==> src/rtl/vatPkg.sv <==
package vatPkg;
  localparam int ADDR_W  = 32;
  localparam int OFF_W   = 12;
  localparam int IDX_W   = 10;
  localparam int VPN_W   = 2 * IDX_W;
  localparam int FRAME_W = ADDR_W - OFF_W;
  localparam int LEN_W   = IDX_W + 1;

  typedef enum logic [1:0] {
    FLT_NONE    = 2'b00,
    FLT_LEN     = 2'b01,
    FLT_ABSENT  = 2'b10,
    FLT_PROT    = 2'b11
  } fault_e;

  typedef struct packed {
    logic   capture;
    logic   latchOuter;
    logic   selInner;
    logic   fill;
    logic   loadRsp;
    logic   fromWalk;
    fault_e fault;
  } strobes_t;

  typedef struct packed {
    logic lenFault;
    logic tlbHit;
    logic hitPermOk;
    logic walkValid;
    logic walkPermOk;
  } status_t;

  function automatic logic permits(input logic [2:0] rwx, input logic [1:0] acc);
    case (acc)
      2'b00:   permits = rwx[0];
      2'b01:   permits = rwx[1];
      2'b10:   permits = rwx[2];
      default: permits = 1'b0;
    endcase
  endfunction
endpackage

==> src/rtl/vatDatapath.sv <==
module vatDatapath
  import vatPkg::*;
#(
  parameter int TlbEntries = 8
) (
  input  logic              clk,
  input  logic              rstN,
  input  logic              cfgWe,
  input  logic [ADDR_W-1:0] cfgBaseIn,
  input  logic [LEN_W-1:0]  cfgLenIn,
  input  logic [ADDR_W-1:0] reqVa,
  input  logic [1:0]        reqAcc,
  input  logic [ADDR_W-1:0] memRspData,
  input  strobes_t          stb,
  output status_t           sts,
  output logic [ADDR_W-1:0] memReqAddr,
  output logic [ADDR_W-1:0] rspPa,
  output logic [1:0]        rspFault
);
  localparam int PTR_W = (TlbEntries > 1) ? $clog2(TlbEntries) : 1;

  logic [ADDR_W-1:0]  cfgBaseQ;
  logic [LEN_W-1:0]   cfgLenQ;
  logic [ADDR_W-1:0]  vaQ;
  logic [1:0]         accQ;
  logic [FRAME_W-1:0] outerFrameQ;

  logic               tlbVld   [TlbEntries];
  logic [VPN_W-1:0]   tlbVpn   [TlbEntries];
  logic [FRAME_W-1:0] tlbFrame [TlbEntries];
  logic [2:0]         tlbPerm  [TlbEntries];
  logic [PTR_W-1:0]   fillPtr;
  logic [TlbEntries-1:0] matchVec;

  logic [IDX_W-1:0]   outerIdx, innerIdx;
  logic [VPN_W-1:0]   vpnQ;
  logic [FRAME_W-1:0] hitFrame;
  logic [2:0]         hitPerm;
  logic               anyVld;
  logic               unusedRsvd;

  assign outerIdx   = vaQ[ADDR_W-1 -: IDX_W];
  assign innerIdx   = vaQ[OFF_W +: IDX_W];
  assign vpnQ       = vaQ[ADDR_W-1 -: VPN_W];
  assign unusedRsvd = ^memRspData[OFF_W-1:4];

  // configuration registers
  always_ff @(posedge clk) begin
    if (!rstN) begin
      cfgBaseQ <= '0;
      cfgLenQ  <= '0;
    end else if (cfgWe) begin
      cfgBaseQ <= cfgBaseIn;
      cfgLenQ  <= cfgLenIn;
    end
  end

  // request and walk registers
  always_ff @(posedge clk) begin
    if (!rstN) begin
      vaQ         <= '0;
      accQ        <= '0;
      outerFrameQ <= '0;
    end else begin
      if (stb.capture) begin
        vaQ  <= reqVa;
        accQ <= reqAcc;
      end
      if (stb.latchOuter) outerFrameQ <= memRspData[ADDR_W-1:OFF_W];
    end
  end

  // table word addresses
  always_comb begin
    if (stb.selInner) memReqAddr = {outerFrameQ, innerIdx, 2'b00};
    else              memReqAddr = cfgBaseQ + ADDR_W'({outerIdx, 2'b00});
  end

  // parallel match
  for (genvar i = 0; i < TlbEntries; i++) begin : g_match
    assign matchVec[i] = tlbVld[i] && (tlbVpn[i] == vpnQ);
  end

  always_comb begin
    hitFrame = '0;
    hitPerm  = '0;
    anyVld   = 1'b0;
    for (int i = 0; i < TlbEntries; i++) begin
      if (matchVec[i]) begin
        hitFrame = hitFrame | tlbFrame[i];
        hitPerm  = hitPerm | tlbPerm[i];
      end
      anyVld = anyVld | tlbVld[i];
    end
  end

  // cache storage, flush wins over fill
  always_ff @(posedge clk) begin
    if (!rstN || cfgWe) begin
      fillPtr <= '0;
      for (int i = 0; i < TlbEntries; i++) begin
        tlbVld[i]   <= 1'b0;
        tlbVpn[i]   <= '0;
        tlbFrame[i] <= '0;
        tlbPerm[i]  <= '0;
      end
    end else if (stb.fill) begin
      for (int i = 0; i < TlbEntries; i++) begin
        if (fillPtr == PTR_W'(i)) begin
          tlbVld[i]   <= 1'b1;
          tlbVpn[i]   <= vpnQ;
          tlbFrame[i] <= memRspData[ADDR_W-1:OFF_W];
          tlbPerm[i]  <= memRspData[3:1];
        end
      end
      if (fillPtr == PTR_W'(TlbEntries - 1)) fillPtr <= '0;
      else                                  fillPtr <= fillPtr + 1'b1;
    end
  end

  assign sts.lenFault   = ({1'b0, outerIdx} >= cfgLenQ);
  assign sts.tlbHit     = |matchVec;
  assign sts.hitPermOk  = permits(hitPerm, accQ);
  assign sts.walkValid  = memRspData[0];
  assign sts.walkPermOk = permits(memRspData[3:1], accQ);

  // response registers
  always_ff @(posedge clk) begin
    if (!rstN) begin
      rspPa    <= '0;
      rspFault <= '0;
    end else if (stb.loadRsp) begin
      rspFault <= stb.fault;
      if (stb.fault != FLT_NONE) rspPa <= '0;
      else if (stb.fromWalk)     rspPa <= {memRspData[ADDR_W-1:OFF_W], vaQ[OFF_W-1:0]};
      else                       rspPa <= {hitFrame, vaQ[OFF_W-1:0]};
    end
  end

  AST_TLB_UNIQUE: assert property (@(posedge clk) disable iff (!rstN)
    $onehot0(matchVec));
  AST_FLUSH_EMPTIES: assert property (@(posedge clk) disable iff (!rstN)
    cfgWe |=> !anyVld);
endmodule

==> src/rtl/vatCtrl.sv <==
module vatCtrl
  import vatPkg::*;
(
  input  logic     clk,
  input  logic     rstN,
  input  logic     reqValid,
  output logic     reqReady,
  output logic     rspValid,
  output logic     memReqValid,
  input  logic     memReqReady,
  input  logic     memRspValid,
  input  status_t  sts,
  output strobes_t stb
);
  typedef enum logic [2:0] {
    ST_IDLE, ST_CHECK, ST_OUT_REQ, ST_OUT_WAIT, ST_IN_REQ, ST_IN_WAIT, ST_RESP
  } state_e;

  state_e state, stateNext;

  always_ff @(posedge clk) begin
    if (!rstN) state <= ST_IDLE;
    else       state <= stateNext;
  end

  always_comb begin
    stateNext   = state;
    stb         = '0;
    stb.fault   = FLT_NONE;
    reqReady    = 1'b0;
    rspValid    = 1'b0;
    memReqValid = 1'b0;
    case (state)
      ST_IDLE: begin
        reqReady = 1'b1;
        if (reqValid) begin
          stb.capture = 1'b1;
          stateNext   = ST_CHECK;
        end
      end
      ST_CHECK: begin
        if (sts.lenFault) begin
          stb.loadRsp = 1'b1;
          stb.fault   = FLT_LEN;
          stateNext   = ST_RESP;
        end else if (sts.tlbHit) begin
          stb.loadRsp = 1'b1;
          stb.fault   = sts.hitPermOk ? FLT_NONE : FLT_PROT;
          stateNext   = ST_RESP;
        end else begin
          stateNext = ST_OUT_REQ;
        end
      end
      ST_OUT_REQ: begin
        memReqValid = 1'b1;
        if (memReqReady) stateNext = ST_OUT_WAIT;
      end
      ST_OUT_WAIT: begin
        if (memRspValid) begin
          if (!sts.walkValid) begin
            stb.loadRsp = 1'b1;
            stb.fault   = FLT_ABSENT;
            stateNext   = ST_RESP;
          end else begin
            stb.latchOuter = 1'b1;
            stateNext      = ST_IN_REQ;
          end
        end
      end
      ST_IN_REQ: begin
        memReqValid  = 1'b1;
        stb.selInner = 1'b1;
        if (memReqReady) stateNext = ST_IN_WAIT;
      end
      ST_IN_WAIT: begin
        stb.selInner = 1'b1;
        if (memRspValid) begin
          stb.loadRsp  = 1'b1;
          stb.fromWalk = 1'b1;
          stateNext    = ST_RESP;
          if (!sts.walkValid)       stb.fault = FLT_ABSENT;
          else if (!sts.walkPermOk) stb.fault = FLT_PROT;
          else                      stb.fill  = 1'b1;
        end
      end
      ST_RESP: begin
        rspValid  = 1'b1;
        stateNext = ST_IDLE;
      end
      default: stateNext = ST_IDLE;
    endcase
  end

  AST_RSP_PULSE: assert property (@(posedge clk) disable iff (!rstN)
    rspValid |=> !rspValid);
  AST_MEM_HOLD: assert property (@(posedge clk) disable iff (!rstN)
    (memReqValid && !memReqReady) |=> memReqValid);
  AST_LEN_NO_READ: assert property (@(posedge clk) disable iff (!rstN)
    (state == ST_CHECK && sts.lenFault) |=> !memReqValid);
  AST_BUSY_NO_ACCEPT: assert property (@(posedge clk) disable iff (!rstN)
    memRspValid |-> !reqReady);
endmodule

==> src/rtl/vaTranslator.sv <==
module vaTranslator
  import vatPkg::*;
#(
  parameter int TlbEntries = 8
) (
  input  logic        clk,
  input  logic        rstN,
  input  logic        cfgWe,
  input  logic [31:0] cfgBaseIn,
  input  logic [10:0] cfgLenIn,
  input  logic        reqValid,
  output logic        reqReady,
  input  logic [31:0] reqVa,
  input  logic [1:0]  reqAcc,
  output logic        rspValid,
  output logic [31:0] rspPa,
  output logic [1:0]  rspFault,
  output logic        memReqValid,
  input  logic        memReqReady,
  output logic [31:0] memReqAddr,
  input  logic        memRspValid,
  input  logic [31:0] memRspData
);
  strobes_t stb;
  status_t  sts;

  vatCtrl i_ctrl (
    .clk         (clk),
    .rstN        (rstN),
    .reqValid    (reqValid),
    .reqReady    (reqReady),
    .rspValid    (rspValid),
    .memReqValid (memReqValid),
    .memReqReady (memReqReady),
    .memRspValid (memRspValid),
    .sts         (sts),
    .stb         (stb)
  );

  vatDatapath #(.TlbEntries(TlbEntries)) i_dp (
    .clk        (clk),
    .rstN       (rstN),
    .cfgWe      (cfgWe),
    .cfgBaseIn  (cfgBaseIn),
    .cfgLenIn   (cfgLenIn),
    .reqVa      (reqVa),
    .reqAcc     (reqAcc),
    .memRspData (memRspData),
    .stb        (stb),
    .sts        (sts),
    .memReqAddr (memReqAddr),
    .rspPa      (rspPa),
    .rspFault   (rspFault)
  );

  AST_FAULT_NO_PA: assert property (@(posedge clk) disable iff (!rstN)
    (rspValid && rspFault != 2'b00) |-> (rspPa == 32'h0));
  AST_MEM_ADDR_STABLE: assert property (@(posedge clk) disable iff (!rstN)
    (memReqValid && !memReqReady) |=> $stable(memReqAddr));
endmodule

==> config.mk <==
export PLATFORM = sky130hd
export DESIGN_NAME = vaTranslator
export DESIGN_NICKNAME = d
export VERILOG_FILES = /design/src/rtl/vatPkg.sv /design/src/rtl/vatDatapath.sv /design/src/rtl/vatCtrl.sv /design/src/rtl/vaTranslator.sv
export SDC_FILE = /design/constraint.sdc
export NUM_CORES = 1
export LEC_CHECK = 0
export BUFFER_PORTS_ARGS = -buffer_cell sky130_fd_sc_hd__buf_2
export CELL_PAD_IN_SITES_DETAIL_PLACEMENT = 0
export CELL_PAD_IN_SITES_GLOBAL_PLACEMENT = 1
export CORE_UTILIZATION = 48
export CTS_CLUSTER_SIZE = 28
export DETAILED_ROUTE_END_ITERATION = 7
export PLACE_DENSITY_LB_ADDON = 0.1
export SLEW_MARGIN = 20
export SYNTH_ARGS = -nofsm -noshare
export SYNTH_HDL_FRONTEND = slang
export SYNTH_SLANG_ARGS = --single-unit
==> constraint.sdc <==
create_clock -name clk -period 4.7 [get_ports clk]
set_clock_uncertainty 0.2 [all_clocks]
set_input_delay 0.47 -clock clk [delete_from_list [all_inputs] [get_ports clk]]
set_output_delay 0.47 -clock clk [all_outputs]
set_load 0.02 [all_outputs]
---- After elaboration in Yosys (flattened, before gate mapping) ----
Memory sizes are Yosys's and may differ from the RTL's.
Index checks and enable logic that the tools add are counted.
Widths: inputs -> output; s select.
word-level totals
  memory bits (writable) .................. 352
  memories ................................ 4
  logic and storage cells ................. 232
  input port bits ......................... 115
  flip-flop bits (word level) ............. 137
cells by class
  reduce and logical (&&, ||, !) cells .... 18
  order comparisons ....................... 1
  bitwise operators ....................... 46
  add/subtract/negate cells ............... 2
  mux-type cells .......................... 124
  equal/unequal tests ..................... 28
memory list
  memory         depth  width  read ports  clocked after Yosys merged registers in  wr ports  RTL line           source
  i_dp.tlbFrame  8      20     8           0                                        8         vatDatapath.sv:30  logic [FRAME_W-1:0] tlbFrame [TlbEntries];
  i_dp.tlbVpn    8      20     8           0                                        8         vatDatapath.sv:29  logic [VPN_W-1:0] tlbVpn [TlbEntries];
  i_dp.tlbPerm   8      3      8           0                                        8         vatDatapath.sv:31  logic [2:0] tlbPerm [TlbEntries];
  i_dp.tlbVld    8      1      8           0                                        8         vatDatapath.sv:28  logic tlbVld [TlbEntries];
operators by type and width
  operator            count
  $mux 20             24
  $eq 20x20->1        8
  $or 20x20->20       7
  $mux 32             3
  $mux 3              24
  $mux 1              59
  $add 32x12->32      1
  $or 1x1->1          32
  $eq 3x3->1 const B  7
  $or 3x3->3          7
  $pmux 3 s6          1
  $mux 2              8
  $eq 3x2->1 const B  4
  $ge 10x11->1        1
  $ne 2x2->1 const B  5
  $pmux 1 s3          3
  $logic_and 1x1->1   8
  $reduce_or 8->1     1
  $eq 3x1->1 const B  2
  $logic_not 3->1     2
  $pmux 2 s3          1
  $mux 5              1
  $reduce_and 5->1    1
  $reduce_or 2->1     2
  7 further kinds     7

---- Logic depth before layout (Yosys ltp) ----
Gate-level depths: netlist of run 1.
An unclocked memory read counts as a cell.
  depth in word-level cells ............... 25
  depth in mapped cells ................... 13
  mapped depth without buffers ............ 11

---- By module ----
From an unflattened synthesis of run 1, not the netlist that was laid out.
unflattened totals
  cell total of the unflattened synthesis .. 1920
  area, all modules ....................... 22283.9 µm²
by module, submodules not included
  module       area an instance (µm²)  cells an instance  times used
  vatDatapath  21988.6                 1881               1
  vatCtrl      295.3                   39                 1

---- Worst setup path before layout of run 1 ----
Ideal clock, no wire load.
  kind .................................... register -> output
  from .................................... register i_dp.vaQ[23]
  to ...................................... output memReqAddr[18]
  slack ................................... 0.870 ns
  stages on the path, launching flop included .. 13
  arrival time ............................ 3.160 ns
  path buffers ............................ 2
  data required time ...................... 4.030 ns
  path through ............................ dfxtp_1 > buf_2 > inv_1 > fa_1 > nor2b_1 > o21ai_0 > a21boi_0 > o21ai_0 > a211o_1 > a21boi_0 > clkbuf_1 > xnor2_1 > o21ai_0
between the ends
  cells in the longest elaborated chain, start to end .. 2
ends and longest elaborated chain
  what                    RTL line            source
  from (decl)             vatDatapath.sv:24   logic [ADDR_W-1:0] vaQ;
  from (signal assigned)  vatDatapath.sv:66   vaQ <= reqVa;
  $add 32x12->32          vatDatapath.sv:76   else memReqAddr = cfgBaseQ + ADDR_W'({outerIdx, 2'b00});
  $mux 32                 vatDatapath.sv:75   if (stb.selInner) memReqAddr = {outerFrameQ, innerIdx, 2'b00};
  to (decl)               vaTranslator.sv:20  output logic [31:0] memReqAddr,
Every way passes these cells.

---- Worst setup path after layout of run 1 ----
  from .................................... register i_dp.vaQ[22]
  to ...................................... output memReqAddr[22]
Same word-level chain as after synthesis.

==> summary.txt, run 1 <==
Timing
  – Final Setup Violations: 0
  – Fmax: around 230 MHz
  – WHS: around 0.047 ns
  – Slew @ Worst Pin: 1.17 ns
  – Final worst path period need: 4.28 ns
  – Final worst setup slack: 0.418 ns
  – Final Hold Viols: 0
  – Fin crit share: 0.911
  – Slew headroom: 0.219
  – Max-slew violation count: 0
  – RSZ-0062 raised after global routing: no
  – TNS Setup: 0 ns

Synthesis
  – Share of the synthesized area in the top cell type: 0.455
  – Synth area leaders: edfxtp_1 45%, dfxtp_1 12%, nor2_1 5.8%
  – Most common cell in the synthesized netlist: nor2_1
  – Register bit total from synthesis: just under 500
  – Commonest cells post-synth: 352 x nor2_1, 347 x edfxtp_1, 231 x nand2_1
  – Post-Synthesis Cells: 2197
  – Yosys warning count: 0
  – Mean Syn Cell Area: about 10 sq um
  – Async SR Flop Fraction: 0
  – Post-Syn Area: 22900 sq um
  – EDFF count, synth: 347
  – Top_reg_cell synth: edfxtp_1
  – Seq/Total Area, Yosys: 0.579
  – Largest area contributor in the netlist: edfxtp_1
  – Synth cell types: 60
  – Mapped Nets: 2339

Floorplanning
  – Core ar.: 46900 sq um
  – # IOs: 184
  – Initial Util: 0.489
  – Die area: 48600 sq um
  – Die Y: roughly 220 um
  – Chip Width: 220 um
  – Row count: between 70 and 80

CTS
  – CTS clock-pin slew for the worst setup and hold paths: about 0.05 ns
  – Post-CTS Setup Repair Bufs: 0
  – Max clock buf depth: 3
  – Root buffer cell: clkbuf_16
  – Post-cts repair resize count: 0
  – # clock sinks: between 400 and 500
  – H-tree depth: 2
  – Worst-skew pair later-pin latency: 0.60 ns
  – CTS Buf Count: between 50 and 60
  – TritonCTS clock tree: done

Run status
  – Status: complete, but fails checks
  – Violated checks: design-rule violations

Global routing
  – Initial antenna violation count: 1
  – GRT Max-Usage Layer: met2
  – Vias in the first global route: 17900
  – Grt met2 use: 0.481
  – Met1 Track Usage GR: 0.427
  – Met3 Usage GRT: 0.0657
  – First-pass GRT wire length: 111 mm
  – Total grt overflow: 0
  – Largest net degree at the start of global routing: 69
  – GRT Overall Usage: 0.309

Pwr
  – PwrDens: 439 nW/um^2
  – Pint: ~0.0081 W
  – P_sw: 0.00393 W
  – Sequential fraction of design power: 0.426
  – Clk pwr share: 0.340
  – Logic pwr share: 0.233
  – Switching part of the total: 0.326
  – Worst vdd ir: 0.276 mV
  – Total power: 0.0121 W
  – Static Leak: 11.3 nW

Hold path
  – Hold path start: memRspData[14]
  – WHS Path Cells: 3
  – Worst hold-check path type: input pin to register

Critical path
  – Worst setup path class: register to output port
  – Worst setup EP type: output port
  – R2r startpoint: i_dp.vaQ[15]$_SDFFE_PN0P_
  – Worst EP arrival: 3.61 ns
  – Slowest Stage Delay on Critical Path: 0.41 ns
  – Family with the most delay on the worst path: compound AO/OA/AOI/OAI gates
  – Crit path from: i_dp.vaQ[22]$_SDFFE_PN0P_
  – Crit path launch type: register
  – Crit-path slowest cell: a211o_1
  – Cells on worst reg2reg path: 10
  – CP cell instances: ha_1 -> inv_1 -> fa_1 -> nor2b_1 -> o21ai_0 -> a21boi_0 -> o21ai_0 -> a211o_1 -> a21boi_0 -> buf_4 -> a31oi_1 -> a221o_1 -> buf_2
  – Critical path buffer and inverter count: 3
  – Critical path peak fanout: 13
  – WP data required: 4.03 ns
  – Crit path depth: 13

Placed design
  – DP Area: between 20000 and 25000 sq um
  – Place WS: between 0.8 and 0.9 ns
  – DP HPWL: roughly 48 mm
  – Buffers on Ports: about 180
  – Routability cong.: 0.889

Run
  – Max_cap viols: 0

Finish
  – Fraction of layout instances using a drive strength above 1: 0.170
  – Storage cell area: ~13000 sq um
  – Number of fill cells in the layout: ~4000
  – Layout area overhead: 20.0%
  – Final instance area: approximately 27000 sq um
  – Multi-input gate area: between 8000 and 9000 sq um
  – # nets final: between 2000 and 3000

Route
  – Total Wirelength: 75.6 mm
  – Drt wl/cell: about 24 um
  – Antenna Nets Post-Route: 0
  – Routed vias/inst: around 6.0
  – Detailed-route via count: approximately 19000
  – Initial DRC Count: between 1500 and 2000
  – DRC viols: 24
  – TritonRoute pass-1 iters: 8
## stage by stage
stage	utilization	instances
after global routing	0.587	3115
after floorplan	-	2197
after CTS	0.587	3114
after global placement	0.530	2921
after detailed placement	0.530	2921
final	0.587	3115
## timing repair
action / CTS / global route
endpoints found under the hold margin: 94 / 0
setup endpoints to repair: 0 / 0
hold buffers: 94 / 0
## cell type report
cell class	instances	area share
tap	607	0.0276
clock buffer	86	0.0574
timing repair buffer	380	0.0973
antenna	1	0.0000910
sequential	489	0.482
clock inverter	13	0.00446
inverter	78	0.0107
multi-input combinational	1461	0.320
## sequential cells by signal (all words and copies together) (netlist names)
register and cells:
i_dp.tlbVpn 160, i_dp.rspPa 32, i_dp.rspFault 2, i_dp.vaQ 32, i_dp.tlbPerm 24, i_dp.cfgBaseQ 32
i_ctrl.state 3, i_dp.outerFrameQ 20, i_dp.fillPtr 3, i_dp.accQ 2, i_dp.tlbVld 8, i_dp.tlbFrame 160
i_dp.cfgLenQ 11
## path summary, 6_finish.rpt
kind                                      endpoint  slack (ns)
setup reg to reg       i_dp.rspPa[13]$_SDFFE_PN0P_        0.70
hold reg to reg          i_dp.tlbVld[0][0]$_DFF_P_        0.25
hold / removal    i_dp.outerFrameQ[2]$_SDFFE_PN0P_        0.05
setup / recovery                    memReqAddr[22]        0.42
## power groups by stage
stage | clock network, W | logic (W) | registers [W]
6_report | 0.00411 | 0.00282 | 0.00515
5_1_grt | 0.00433 | 0.00298 | 0.00518
4_1_cts | 0.00416 | 0.00276 | 0.00514
3_5_place_dp | 0 | 0.00268 | 0.00523
3_3_place_gp | 0 | 0.00265 | 0.00522
2_1_floorplan | 0 | 0.00169 | 0.00509
## cell usage in the layout (no fill, tap or decap), types with 53 or more instances in the layout
master / netlist / layout
nand2_1: 231 / 219
o22ai_1: 88 / 88
nand3_1: 104 / 102
edfxtp_1: 347 / 347
inv_1: 77 / 76
mux2i_1: 65 / 65
nor2_1: 352 / 352
dlygate4sd3_1: 0 / 94
clkbuf_16: 0 / 53
nand4_1: 126 / 126
a21oi_1: 77 / 77
xor2_1: 145 / 145
dfxtp_1: 142 / 142
buf_4: 1 / 109
buf_2: 19 / 175
## worst min-delay path, cell delays in order
cell and delay, ns:
buf_2 0.15, nand2_1 0.09, a21oi_1 0.07
## logic make-up after synthesis
family	synth area share
buffers and inverters	0.0443
and+or+nand+nor	0.186
adders and majority gates	0.0151
DFF	0.579
AOI/OAI and AO/OA	0.0821
xor gates and xnor gates	0.0658
muxes	0.0284
## per-layer routing
metal | up-vias | routed length, um
met1 | 9196 | 32000
met3 | 153 | 7330
met2 | 892 | 34300
li1 | 8394 | -
met4 | 0 | 1980
met5 | - | 0
No activity file was read; power rests on OpenSTA's default activity.
==> run 2, diff against run 1 <==
- CORE_MARGIN: unset -> 3
- SETUP_SLACK_MARGIN: unset -> 0.4
==> summary.txt, run 2 (same netlist as run 1, synthesis figures left out) <==
Run status
  – Status: finished clean

Hold path
  – Worst hold-check path type: input pin to register

Timing
  – RSZ-0062 raised after global routing: no
  – Fin crit share: 0.883
  – Final Hold Viols: 0
  – Max-slew violation count: 0
  – Final worst path period need: around 4.2 ns
  – TNS Setup: 0 ns
  – Final Setup Violations: 0
  – Final worst setup slack: roughly 0.55 ns
  – Slew headroom: 0.168
  – Fmax: 241 MHz
  – Slew @ Worst Pin: 1.25 ns

Global routing
  – Largest net degree at the start of global routing: 50
  – GRT Overall Usage: 0.297
  – Total grt overflow: 0
  – Met1 Track Usage GR: 0.423
  – First-pass GRT wire length: 113 mm
  – Vias in the first global route: 18100
  – Grt met2 use: 0.460
  – Met3 Usage GRT: 0.0643
  – GRT Max-Usage Layer: met2
  – Initial antenna violation count: 0

CTS
  – Worst-skew pair later-pin latency: 0.61 ns
  – CTS clock-pin slew for the worst setup and hold paths: 0.06 ns
  – H-tree depth: 2
  – Root buffer cell: clkbuf_16
  – TritonCTS clock tree: done
  – Max clock buf depth: 3
  – CTS Buf Count: 53
  – # clock sinks: 489

Pwr
  – Switching part of the total: 0.324
  – Pint: ~0.0082 W
  – Static Leak: about 11 nW
  – Worst vdd ir: 0.284 mV
  – Sequential fraction of design power: 0.425
  – Total power: ~0.012 W
  – PwrDens: roughly 440 nW/um^2
  – Logic pwr share: 0.229
  – P_sw: 0.00393 W
  – Clk pwr share: 0.345

Route
  – Detailed-route via count: 18500
  – Antenna Nets Post-Route: 0
  – TritonRoute pass-1 iters: 5
  – DRC viols: 0
  – Routed vias/inst: a little under 6
  – Initial DRC Count: 1957
  – Drt wl/cell: 24.5 um
  – Total Wirelength: 75.9 mm

Critical path
  – Reg-to-reg setup timing slack: 0.72 ns
  – Worst EP arrival: between 3 and 4 ns
  – Worst setup path class: register to output port
  – Crit path launch type: register
  – Critical path peak fanout: 6
  – Worst setup EP type: output port
  – WP data required: around 4.0 ns

Floorplanning
  – Row count: approximately 80
  – # IOs: 184
  – Die area: 50400 sq um
  – Initial Util: 0.489
  – Die Y: 224 um
  – Core ar.: between 40000 and 50000 sq um
  – Chip Width: 224 um

Placed design
  – Routability cong.: 0.878
  – DP HPWL: 49.2 mm
  – Buffers on Ports: 175
  – Place WS: 0.905 ns

Finish
  – Commonest non-fill, non-tap cell in the layout: nor2_1
  – Top Registers: i_dp.tlbFrame (160), i_dp.tlbVpn (160)
  – Storage cell area: 13300 sq um
  – Most frequent cells in the layout: 352 x nor2_1, 347 x edfxtp_1, 220 x nand2_1, 176 x buf_2, 145 x xor2_1
  – Core Util, Final: 0.586
  – Multi-input gate area: 8790 sq um
  – Layout area overhead: 19.8%
  – Number of fill cells in the layout: 3961
  – # nets final: 2593
  – Fraction of layout instances using a drive strength above 1: 0.170

Run
  – Max_cap viols: 0
## run 2: worst paths after layout
check	startpoint	to	cells after the start
hold reg to reg	i_dp.tlbVld[0][3]$_DFF_P_	i_dp.tlbVld[0][3]$_DFF_P_	2
hold / removal	memRspData[23]	i_dp.outerFrameQ[11]$_SDFFE_PN0P_	3
setup reg to reg	i_dp.vaQ[30]$_SDFFE_PN0P_	i_dp.rspPa[21]$_SDFFE_PN0P_	10
setup / recovery	i_dp.vaQ[22]$_SDFFE_PN0P_	memReqAddr[22]	13
## run 2: stage by stage
step	hold slack (ns)	std cells	area [sq um]
3_5_place_dp	0.247	2904	24700
2_1_floorplan	0.232	2197	22900
4_1_cts	0.000613	3098	27400
3_3_place_gp	0.243	2904	24700
5_1_grt	0.0316	3102	27500
6_report	0.0412	3103	27500
## run 2: power groups by stage
stage	Combinational [W]	Clock, W	Sequential, W
finish	0.00278	0.00419	0.00516
floorplan	0.00169	0	0.00509
global placement	0.00263	0	0.00523
detailed placement	0.00266	0	0.00524
global route	0.00294	0.00440	0.00519
CTS	0.00273	0.00424	0.00515
## run 2: layout make-up
type | count | area share
antenna | 1 | 0.0000911
clock buffer | 77 | 0.0565
clock inverter | 22 | 0.00688
inverter | 78 | 0.0107
multi-input combinational | 1461 | 0.320
sequential | 489 | 0.483
tap | 607 | 0.0277
timing repair buffer | 368 | 0.0946
## run 2: per-layer routing
layer,wire [um],vias up
met5,0,-
met4,1850,0
met3,7970,127
met2,33900,984
met1,32100,9046
li1,-,8364
## run 2: worst max-delay path: stages (launching register included)
cell and delay (ns):
dfxtp_1 0.35, ha_1 0.17, inv_1 0.05, fa_1 0.40, nor2b_1 0.12, o21ai_0 0.13
a21boi_1 0.22, o21ai_1 0.13, a211o_2 0.42, a21boi_2 0.18, buf_4 0.18, a31oi_1 0.08
a221o_1 0.27, buf_2 0.16
## run 2: timing repair
item | in CTS | in global routing
endpoints found under the setup margin | 6 | 7
gates cloned | 0 | 1
hold endpoints to repair | 95 | 0
pin swaps | 0 | 2
resized for setup | 4 | 7
hold buffers | 95 | 0
setup buffers | 0 | 3
